File: src/rtl/fa_cache_pkg.sv
package fa_cache_pkg;

    // Controller phases shared by the cache top and its checker.
    typedef enum logic [2:0] {
        ST_IDLE,
        ST_EVICT,
        ST_FILL,
        ST_WTHRU,
        ST_DONE,
        ST_FSCAN,
        ST_FWRITE,
        ST_FDONE
    } cache_state_e;

endpackage

File: src/rtl/fa_cache_match.sv
module fa_cache_match #(
    parameter int LINES = 2,
    parameter int TAG_W = 3,
    parameter int IDX_W = 1
) (
    input  logic [LINES-1:0]            valid,
    input  logic [LINES-1:0][TAG_W-1:0] tags,
    input  logic [TAG_W-1:0]            key,
    output logic                        hit,
    output logic [IDX_W-1:0]            idx
);

    logic [LINES-1:0] eq;

    for (genvar i = 0; i < LINES; i++) begin : g_cmp
        assign eq[i] = valid[i] && (tags[i] == key);
    end

    always_comb begin
        hit = |eq;
        idx = '0;
        for (int i = LINES - 1; i >= 0; i--) begin
            if (eq[i]) idx = IDX_W'(i);
        end
    end

endmodule

File: src/rtl/fa_cache_victim.sv
module fa_cache_victim #(
    parameter int LINES = 2,
    parameter int IDX_W = 1
) (
    input  logic [LINES-1:0]            valid,
    input  logic [LINES-1:0][IDX_W-1:0] rank,
    output logic [IDX_W-1:0]            idx
);

    localparam logic [IDX_W-1:0] OLDEST = IDX_W'(LINES - 1);

    logic [LINES-1:0] is_old;

    for (genvar i = 0; i < LINES; i++) begin : g_age
        assign is_old[i] = (rank[i] == OLDEST);
    end

    // Lowest invalid line first; otherwise the line ranked oldest.
    always_comb begin
        logic found;
        found = 1'b0;
        idx   = '0;
        for (int i = 0; i < LINES; i++) begin
            if (!found && !valid[i]) begin
                idx   = IDX_W'(i);
                found = 1'b1;
            end
        end
        if (!found) begin
            for (int i = 0; i < LINES; i++) begin
                if (is_old[i]) idx = IDX_W'(i);
            end
        end
    end

endmodule

File: src/rtl/fa_cache_counters.sv
module fa_cache_counters #(
    parameter int CNT_W = 16
) (
    input  logic             clk,
    input  logic             rst_n,
    input  logic             inc_hit,
    input  logic             inc_miss,
    output logic [CNT_W-1:0] hit_count,
    output logic [CNT_W-1:0] miss_count
);

    typedef struct packed {
        logic [CNT_W-1:0] hits;
        logic [CNT_W-1:0] misses;
    } cnt_t;

    cnt_t cnt_d, cnt_q;

    always_comb begin
        cnt_d = cnt_q;
        if (inc_hit)  cnt_d.hits   = cnt_q.hits + 1'b1;
        if (inc_miss) cnt_d.misses = cnt_q.misses + 1'b1;
    end

    always_ff @(posedge clk or negedge rst_n) begin
        if (!rst_n) cnt_q <= '0;
        else        cnt_q <= cnt_d;
    end

    assign hit_count  = cnt_q.hits;
    assign miss_count = cnt_q.misses;

endmodule

File: src/rtl/fa_cache.sv
module fa_cache
    import fa_cache_pkg::*;
#(
    parameter int LINES      = 2,
    parameter int TAG_W      = 3,
    parameter int OFF_W      = 1,
    parameter int DATA_W     = 8,
    parameter int CNT_W      = 16,
    parameter bit WRITE_BACK = 1'b1,
    localparam int ADDR_W    = TAG_W + OFF_W,
    localparam int BLK_W     = (1 << OFF_W) * DATA_W
) (
    input  logic              clk,
    input  logic              rst_n,
    input  logic              cpu_req,
    input  logic              cpu_we,
    input  logic [ADDR_W-1:0] cpu_addr,
    input  logic [DATA_W-1:0] cpu_wdata,
    output logic              cpu_ready,
    output logic [DATA_W-1:0] cpu_rdata,
    input  logic              flush_req,
    output logic              flush_done,
    output logic              mem_req,
    output logic              mem_we,
    output logic              mem_blk,
    output logic [ADDR_W-1:0] mem_addr,
    output logic [BLK_W-1:0]  mem_wdata,
    input  logic [BLK_W-1:0]  mem_rdata,
    input  logic              mem_done,
    output logic [CNT_W-1:0]  hit_count,
    output logic [CNT_W-1:0]  miss_count
);

    localparam int IDX_W = (LINES > 1) ? $clog2(LINES) : 1;
    localparam logic [IDX_W-1:0] LAST = IDX_W'(LINES - 1);

    typedef logic [LINES-1:0][IDX_W-1:0] rank_t;

    typedef struct packed {
        cache_state_e               st;
        logic [LINES-1:0]           valid;
        logic [LINES-1:0]           dirty;
        logic [LINES-1:0][TAG_W-1:0] tag;
        logic [LINES-1:0][BLK_W-1:0] data;
        rank_t                      rank;
        logic [IDX_W-1:0]           cur;
        logic                       was_hit;
        logic [DATA_W-1:0]          rdata;
    } state_t;

    state_t d, q;

    function automatic state_t reset_state();
        state_t s;
        s    = '0;
        s.st = ST_IDLE;
        for (int i = 0; i < LINES; i++) s.rank[i] = IDX_W'(i);
        return s;
    endfunction

    // Make line k the most recent; lines that were newer age by one.
    function automatic rank_t touch(input rank_t r, input logic [IDX_W-1:0] k);
        rank_t t;
        t = r;
        for (int j = 0; j < LINES; j++) begin
            if (r[j] < r[k]) t[j] = IDX_W'(r[j] + 1'b1);
        end
        t[k] = '0;
        return t;
    endfunction

    function automatic logic [BLK_W-1:0] put_byte(input logic [BLK_W-1:0] blk,
                                                  input logic [OFF_W-1:0] off,
                                                  input logic [DATA_W-1:0] b);
        logic [BLK_W-1:0] r;
        r = blk;
        r[off*DATA_W +: DATA_W] = b;
        return r;
    endfunction

    function automatic logic [DATA_W-1:0] get_byte(input logic [BLK_W-1:0] blk,
                                                   input logic [OFF_W-1:0] off);
        return blk[off*DATA_W +: DATA_W];
    endfunction

    logic [TAG_W-1:0] req_tag;
    logic [OFF_W-1:0] req_off;
    logic             lk_hit;
    logic [IDX_W-1:0] lk_idx;
    logic [IDX_W-1:0] vic_idx;
    logic             enter_done;
    logic             inc_hit;
    logic             inc_miss;

    assign req_tag = cpu_addr[ADDR_W-1:OFF_W];
    assign req_off = cpu_addr[OFF_W-1:0];

    fa_cache_match #(.LINES(LINES), .TAG_W(TAG_W), .IDX_W(IDX_W)) u_match (
        .valid (q.valid),
        .tags  (q.tag),
        .key   (req_tag),
        .hit   (lk_hit),
        .idx   (lk_idx)
    );

    fa_cache_victim #(.LINES(LINES), .IDX_W(IDX_W)) u_victim (
        .valid (q.valid),
        .rank  (q.rank),
        .idx   (vic_idx)
    );

    fa_cache_counters #(.CNT_W(CNT_W)) u_counters (
        .clk        (clk),
        .rst_n      (rst_n),
        .inc_hit    (inc_hit),
        .inc_miss   (inc_miss),
        .hit_count  (hit_count),
        .miss_count (miss_count)
    );

    always_comb begin
        d          = q;
        mem_req    = 1'b0;
        mem_we     = 1'b0;
        mem_blk    = 1'b0;
        mem_addr   = '0;
        mem_wdata  = '0;
        flush_done = 1'b0;

        unique case (q.st)
            ST_IDLE: begin
                if (cpu_req) begin
                    if (lk_hit) begin
                        d.cur     = lk_idx;
                        d.was_hit = 1'b1;
                        d.rank    = touch(q.rank, lk_idx);
                        if (cpu_we) begin
                            d.data[lk_idx] = put_byte(q.data[lk_idx], req_off, cpu_wdata);
                            if (WRITE_BACK) begin
                                d.dirty[lk_idx] = 1'b1;
                                d.st            = ST_DONE;
                            end else begin
                                d.st = ST_WTHRU;
                            end
                        end else begin
                            d.rdata = get_byte(q.data[lk_idx], req_off);
                            d.st    = ST_DONE;
                        end
                    end else begin
                        d.cur     = vic_idx;
                        d.was_hit = 1'b0;
                        if (WRITE_BACK && q.valid[vic_idx] && q.dirty[vic_idx]) begin
                            d.st = ST_EVICT;
                        end else begin
                            d.valid[vic_idx] = 1'b0;
                            d.st             = ST_FILL;
                        end
                    end
                end else if (flush_req) begin
                    d.cur = '0;
                    d.st  = ST_FSCAN;
                end
            end
            ST_EVICT: begin
                mem_req   = 1'b1;
                mem_we    = 1'b1;
                mem_blk   = 1'b1;
                mem_addr  = {q.tag[q.cur], {OFF_W{1'b0}}};
                mem_wdata = q.data[q.cur];
                if (mem_done) begin
                    d.valid[q.cur] = 1'b0;
                    d.dirty[q.cur] = 1'b0;
                    d.st           = ST_FILL;
                end
            end
            ST_FILL: begin
                mem_req  = 1'b1;
                mem_blk  = 1'b1;
                mem_addr = {req_tag, {OFF_W{1'b0}}};
                if (mem_done) begin
                    d.valid[q.cur] = 1'b1;
                    d.dirty[q.cur] = 1'b0;
                    d.tag[q.cur]   = req_tag;
                    d.data[q.cur]  = mem_rdata;
                    d.rank         = touch(q.rank, q.cur);
                    d.rdata        = get_byte(mem_rdata, req_off);
                    if (cpu_we) begin
                        d.data[q.cur]  = put_byte(mem_rdata, req_off, cpu_wdata);
                        d.dirty[q.cur] = WRITE_BACK;
                        d.st           = WRITE_BACK ? ST_DONE : ST_WTHRU;
                    end else begin
                        d.st = ST_DONE;
                    end
                end
            end
            ST_WTHRU: begin
                mem_req   = 1'b1;
                mem_we    = 1'b1;
                mem_addr  = cpu_addr;
                mem_wdata = BLK_W'(cpu_wdata);
                if (mem_done) d.st = ST_DONE;
            end
            ST_DONE: d.st = ST_IDLE;
            ST_FSCAN: begin
                if (q.valid[q.cur] && q.dirty[q.cur]) d.st = ST_FWRITE;
                else if (q.cur == LAST)                d.st = ST_FDONE;
                else                                   d.cur = q.cur + 1'b1;
            end
            ST_FWRITE: begin
                mem_req   = 1'b1;
                mem_we    = 1'b1;
                mem_blk   = 1'b1;
                mem_addr  = {q.tag[q.cur], {OFF_W{1'b0}}};
                mem_wdata = q.data[q.cur];
                if (mem_done) begin
                    d.dirty[q.cur] = 1'b0;
                    if (q.cur == LAST) begin
                        d.st = ST_FDONE;
                    end else begin
                        d.cur = q.cur + 1'b1;
                        d.st  = ST_FSCAN;
                    end
                end
            end
            ST_FDONE: begin
                flush_done = 1'b1;
                d.st       = ST_IDLE;
            end
            default: d.st = ST_IDLE;
        endcase
    end

    always_ff @(posedge clk or negedge rst_n) begin
        if (!rst_n) q <= reset_state();
        else        q <= d;
    end

    assign enter_done = (d.st == ST_DONE) && (q.st != ST_DONE);
    assign inc_hit    = enter_done && d.was_hit;
    assign inc_miss   = enter_done && !d.was_hit;
    assign cpu_ready  = (q.st == ST_DONE);
    assign cpu_rdata  = q.rdata;

endmodule

File: config.mk
export PLATFORM = sky130hd
export DESIGN_NAME = fa_cache
export DESIGN_NICKNAME = d
export VERILOG_FILES = /design/src/rtl/fa_cache_pkg.sv /design/src/rtl/fa_cache_match.sv /design/src/rtl/fa_cache_victim.sv /design/src/rtl/fa_cache_counters.sv /design/src/rtl/fa_cache.sv
export SDC_FILE = /design/constraint.sdc
export NUM_CORES = 1
export LEC_CHECK = 0
export CAP_MARGIN = 20
export CORE_MARGIN = 5
export CORE_UTILIZATION = 45
export CTS_CLUSTER_DIAMETER = 150
export CTS_CLUSTER_SIZE = 8
export DETAILED_ROUTE_END_ITERATION = 7
export HOLD_SLACK_MARGIN = 0.02
export PLACE_DENSITY = 0.69
export SLEW_MARGIN = 20
export SYNTH_ARGS = -nofsm -noshare
export SYNTH_HDL_FRONTEND = slang
export SYNTH_SLANG_ARGS = --single-unit
File: constraint.sdc
create_clock -name clk -period 4.8 [get_ports clk]
set_input_delay 0.96 -clock clk [delete_from_list [all_inputs] [get_ports clk]]
set_output_delay 0.96 -clock clk [all_outputs]
set_load 0.03 [all_outputs]
-- Yosys cells after proc, flatten, opt, wreduce, memory -nomap -nowiden
Cells that the tools add are included.
- bits in writable memories: 0
- register bits after elaboration: 89
- bits in latches: 0
- bits in read-only memories: 0
- output and inout bits: 65
- logic and storage cells: 201
- bits of input ports: 34
- memories: 0
- mux-type cells: 103
- eq/ne operators: 22
- $add $sub $neg: 6
- $lt $le $gt $ge: 10
- shift-type cells: 4
- reduce and logical (&&, ||, !) cells: 31
- divide/modulo/power cells: 0
- bitwise logic cells: 11
- $mul: 0
- operators by type and width (kind ; number):
    32-bit bitwise mux ; 3
    16-bit two-way mux ; 6
    34-bit two-way mux ; 2
    34-bit one-hot mux with 2 select lines ; 1
    32-bit two-way mux ; 2
    1-bit two-way mux ; 47
    47-bit two-way mux ; 1
    4-bit negator with 34-bit output ; 1
    8-bit by 34-bit variable shift with 16-bit output, first input constant ; 1
    8-bit by 34-bit indexed part select with 16-bit output ; 1
    16-bit by 1-bit adder with 16-bit output, second input constant ; 2
    16-bit bitwise mux ; 2
    16-bit demux with 1-bit select ; 2
    16-bit one-hot mux with 2 select lines ; 1
    16-bit by 5-bit indexed part select with 8-bit output ; 2
    3-bit two-way mux ; 10
    8-bit two-way mux ; 3
    3-bit one-hot mux with 7 select lines ; 1
    2-bit inequality test, second input constant ; 10
    2-bit two-way mux ; 9
    8-bit one-hot mux with 2 select lines ; 1
    3-bit equality test, second input constant ; 5
    4-bit one-hot mux with 3 select lines ; 1
    1-bit logical AND ; 11
    other kinds (33) ; 62

-- Logic depth before layout (Yosys ltp)
- depth in word-level cells: 16
- gate-level depth with buffers: 9
- mapped depth without buffers: 5

-- Hierarchy
From an unflattened synthesis, not the netlist that was laid out.
- cells, all modules: 587
- area total of the unflattened synthesis: 5540.3 µm²
- by module, submodules not included (module ; cells each ; times used ; area an instance (µm²) ; sequential area each (µm²)):
    fa_cache ; 464 ; 1 ; 4100.2 ; 1427.6
    fa_cache_counters ; 111 ; 1 ; 1353.8 ; 800.8
    fa_cache_match ; 10 ; 1 ; 75.1 ; 0.0
    fa_cache_victim ; 2 ; 1 ; 11.3 ; 0.0

-- Worst setup path after synthesis
Ideal clock, no wire load.
- kind: input port to output port
- start: input cpu_addr[0]
- end: output mem_addr[0]
- arrival time: 2098 ps
- cell stages on the path: 4
- setup slack: 1742 ps
- required time: 3840 ps
- buffers on the path: 3
- cell sequence: buf_2 -> clkbuf_1 -> clkbuf_1 -> and2_1
- longest elaborated chain between the ends: 1
- ends and longest elaborated chain (element ; RTL line ; RTL):
    from (decl) ; fa_cache.sv:17 ; input logic [ADDR_W-1:0] cpu_addr,
    4-bit one-hot mux with 3 select lines ; fa_cache.sv:130 ; unique case (q.st)
    to (decl) ; fa_cache.sv:26 ; output logic [ADDR_W-1:0] mem_addr,
No other way between the ends.

-- Worst setup path in the final report
- start: register q[55] in the netlist's numbering
- end: output mem_wdata[4]
- longest elaborated chain between the ends: 3
- elaborated cells between the ends (all ways): 5
- classes of those cells: eq/ne (3); mux (1); reduce/logical (1)
- ends and longest elaborated chain (element ; RTL line ; RTL):
    from (decl) ; fa_cache.sv:51 ; state_t d, q;
    from (signal assigned) ; fa_cache.sv:234 ; if (!rst_n) q <= reset_state();
    3-bit by 1-bit equality test with 1-bit output / 3-bit equality test (equally long branches) ; fa_cache.sv:130 ;
    2-bit OR reduction (no source line) ; - ;
    16-bit one-hot mux with 2 select lines (*) ; fa_cache.sv:130 ;
    to (decl) ; fa_cache.sv:27 ; output logic [BLK_W-1:0] mem_wdata,
Every way passes the cells marked *; elsewhere a longest branch is shown, timed or not.

==> flow_summary_export.csv <==
group,metric,value,unit
outcome,outcome,"finished clean",
floorplanning,core,13090,sq um
placement,place.port_buffers,98,
timing,relSlewSlack,0.3126,
worst_setup_path,cp-startpoint,"q[55]",
routing,drc_errors,0,
power_and_ir_drop,ir_worst_vdd,220.5,uV
power_and_ir_drop,power_density,606.2,nW/um^2
global_route,grtUsageTotal,0.2349,
placement,dp_hpwl,12940,um
worst_setup_path,end_kind,"primary output",
clocking,cts_tree,"yes",
clocking,root_buffer,"clkbuf_16",
timing,fin_tns_setup,0,ps
synth,synth_top_area_share,0.3713,
timing,worst_hold_slack,488.6,ps
routing,wl_met1,8047,um
power_and_ir_drop,p_total,4.438,mW
synth,ys_ff_latch,89,
timing,worstMarginPinSlew,1023,ps
power_and_ir_drop,power.leakage,2.961,nW
timing,finClkSkew,10.93,ps
routing,ant_nets,0,
floorplanning,row_count,42,
cells_and_area,n_antenna_cell,0,
routing,dr.pass1.iters,5,
cells_and_area,layout.nets,732,
clocking,path_clk_slew,70,ps
cells_and_area,fin_area,7321,sq um
worst_setup_path,crit_path_end,"mem_wdata[4]",
synth,async_reset_ff_frac,1.000,
timing,hold_violations,0,
worst_setup_path,path_max_fanout,18,
placement,gp_congestion,0.9084,
routing,wire_per_inst,21.23,um
synth,netlist_area,5931,sq um
worst_setup_path,r2r_cells,5,
worst_setup_path,timing.rr.end,"q[24]",
worst_setup_path,timing.rr.start,"q[55]",
synth,ys_warn_count,0,
global_route,grt_pass1_wl,29420,um
synth,yosysTopAreaCell,"dfrtp_1",
worst_setup_path,r2r_slack,1910,ps
routing,routed-wl-met2,8463,um
routing,top_layer,"met4",
clocking,cts_made_buffers,9,
worst_setup_path,startpoint_type,"flip-flop",
global_route,grt_pass1_vias,5379,
timing,slew_violations,0,
global_route,grt_max_degree,65,
global_route,grt-ovfl-total,0,
global_route,antenna_found_initial,0,
run,cap_violations,0,
timing,setup_violations,0,
timing,period_needed,3972,ps
clocking,insertion_delay,360,ps
routing,dr.first_iter.drc_count,595,
synth,syn_nets,665,
placement,placed_cell_area,6978,sq um
floorplanning,pin_count,99,
floorplanning,die_x,124.8,um
synth,synth_cell_types,66,
routing,routed-wl-met3,1700,um
routing,wl,18620,um
worst_setup_path,cp_data_required_time,3840,ps
timing,min_period_over_period,0.8274,
worst_setup_path,crit_slowest_cell,"dfrtp_1",
hold_path,hold_class,"flip-flop to flip-flop",
routing,routed_via_density,6.330,
floorplanning,initial_core_util,0.4532,
clocking,htree_levels,3,
synth,avgSynthCellArea,9.429,sq um
floorplanning,dieArea,15580,sq um
synth,synthCells,629,
worst_setup_path,path_class,"flip-flop to primary output",
timing,rsz0062_at_grt,"false",
cells_and_area,final_layout_size_suffix_gt1_frac,0.09843,
clocking,cts_sinks,89,
worst_setup_path,cp.arrival,3010,ps
timing,max_freq,0.2518,GHz
synth,synth_edf_count,0,
routing,dr_total_vias,5551,
clocking,hold_buffers,0,
worst_setup_path,cp_cell_sequence,"nor2b_1 -> a21oi_2 -> buf_4 -> o21ai_0 -> clkdlybuf4s50_1",
clocking,clockBufferDepth,2,
floorplanning,fp.dieH,124.8,um
clocking,cts_resized,0,
cells_and_area,syn2layout_area_growth,23.44,%
worst_setup_path,crit_path_max_incr_delay,700,ps
synth,ys_top_cells_by_count,"88 x dfrtp_1, 50 x nand2_1, 44 x mux2i_1, 44 x nor2_1, 37 x o21ai_0",
synth,ys.flop_type,"dfrtp_1",
synth,yosysMostFrequentCell,"dfrtp_1",
clocking,cts_setup_buffers,0,
synth,synth_area_leaders,"dfrtp_1 37%, mux2i_1 7.4%, xnor2_1 5.3%",
synth,yosysSeqAreaShare,0.3757,
-- kinds of logic after synthesis --
kind of cell,synth area share
AND/OR/NAND/NOR,0.1669
AO/OA/AOI/OAI,0.2243
flip-flops,0.3757
buffers and inverters,0.05591
multiplexers,0.1198
XOR/XNOR,0.05316
adder cells (fa/ha/maj),0.004219
-- through the flow --
step,setup WS [ps],std cells,util
after global placement,985.7,861,0.5330
after detailed placement,989.0,861,0.5333
after CTS,871.6,877,0.5595
after global routing,596.2,877,0.5595
after floorplan,1742,629,-
final,828.2,877,0.5595
-- layout make-up --
cell class,count,area [sq um]
timing repair buffer,113,1104
fill,1126,5764
clock buffer,9,225.2
tap,176,220.2
multi-input combinational,472,3383
sequential,89,2230
inverter,11,41.29
clock inverter,7,117.6
-- sequential cells by signal (all words and copies together), names as in the netlist --
name,flops
cpu_rdata,8
q,49
u_counters.hit_count,16
u_counters.miss_count,16
-- per-layer routing --
metal / GRT usage / up-vias
li1: - / 2506
met1: 0.3370 / 2724
met2: 0.3575 / 284
met3: 0.05060 / 37
met4: 0.06834 / 0
met5: 0 / -
-- report_power, final --
group | switching, mW | total, mW | internal, mW
Combinational | 1.33 | 2.27 | 0.938
Sequential | 0.361 | 1.35 | 0.985
Clock | 0.316 | 0.826 | 0.510
Total | 2.00 | 4.44 | 2.43
-- critical path: cells and delay by family, from the launching register on --
kind	cells	cell delay [ps]
buf+inv	2	950
flops	1	700
compound gates	2	500
simple gates	1	500
-- layout by cell type (no fill, tap or decap), drive strengths merged, types with 12 or more instances in the layout --
cell type	Yosys	final
clkdlybuf4s50	0	97
dfrtp	88	88
nand2	50	50
nor2	45	45
mux2i	44	44
o21ai	38	38
xnor2	36	36
o2bb2ai	32	32
a21oi	28	28
and3	23	23
nand3	20	20
nand4	17	17
a32oi	16	16
buf	28	16
a211oi	12	12
-- worst min path at each step --
stage                                    startpoint  slack, ps                   endpoint  cells past startpoint
after CTS                   u_counters.hit_count[4]        500    u_counters.hit_count[4]                      1
after global placement    u_counters.miss_count[15]        460  u_counters.miss_count[15]                      1
after floorplan                               q[10]        470                      q[10]                      1
final                       u_counters.hit_count[4]        490    u_counters.hit_count[4]                      1
after detailed placement  u_counters.miss_count[15]        480  u_counters.miss_count[15]                      1
after global routing       u_counters.hit_count[15]        520   u_counters.hit_count[15]                      1
Note: power is estimated with default switching activity, not from simulation.
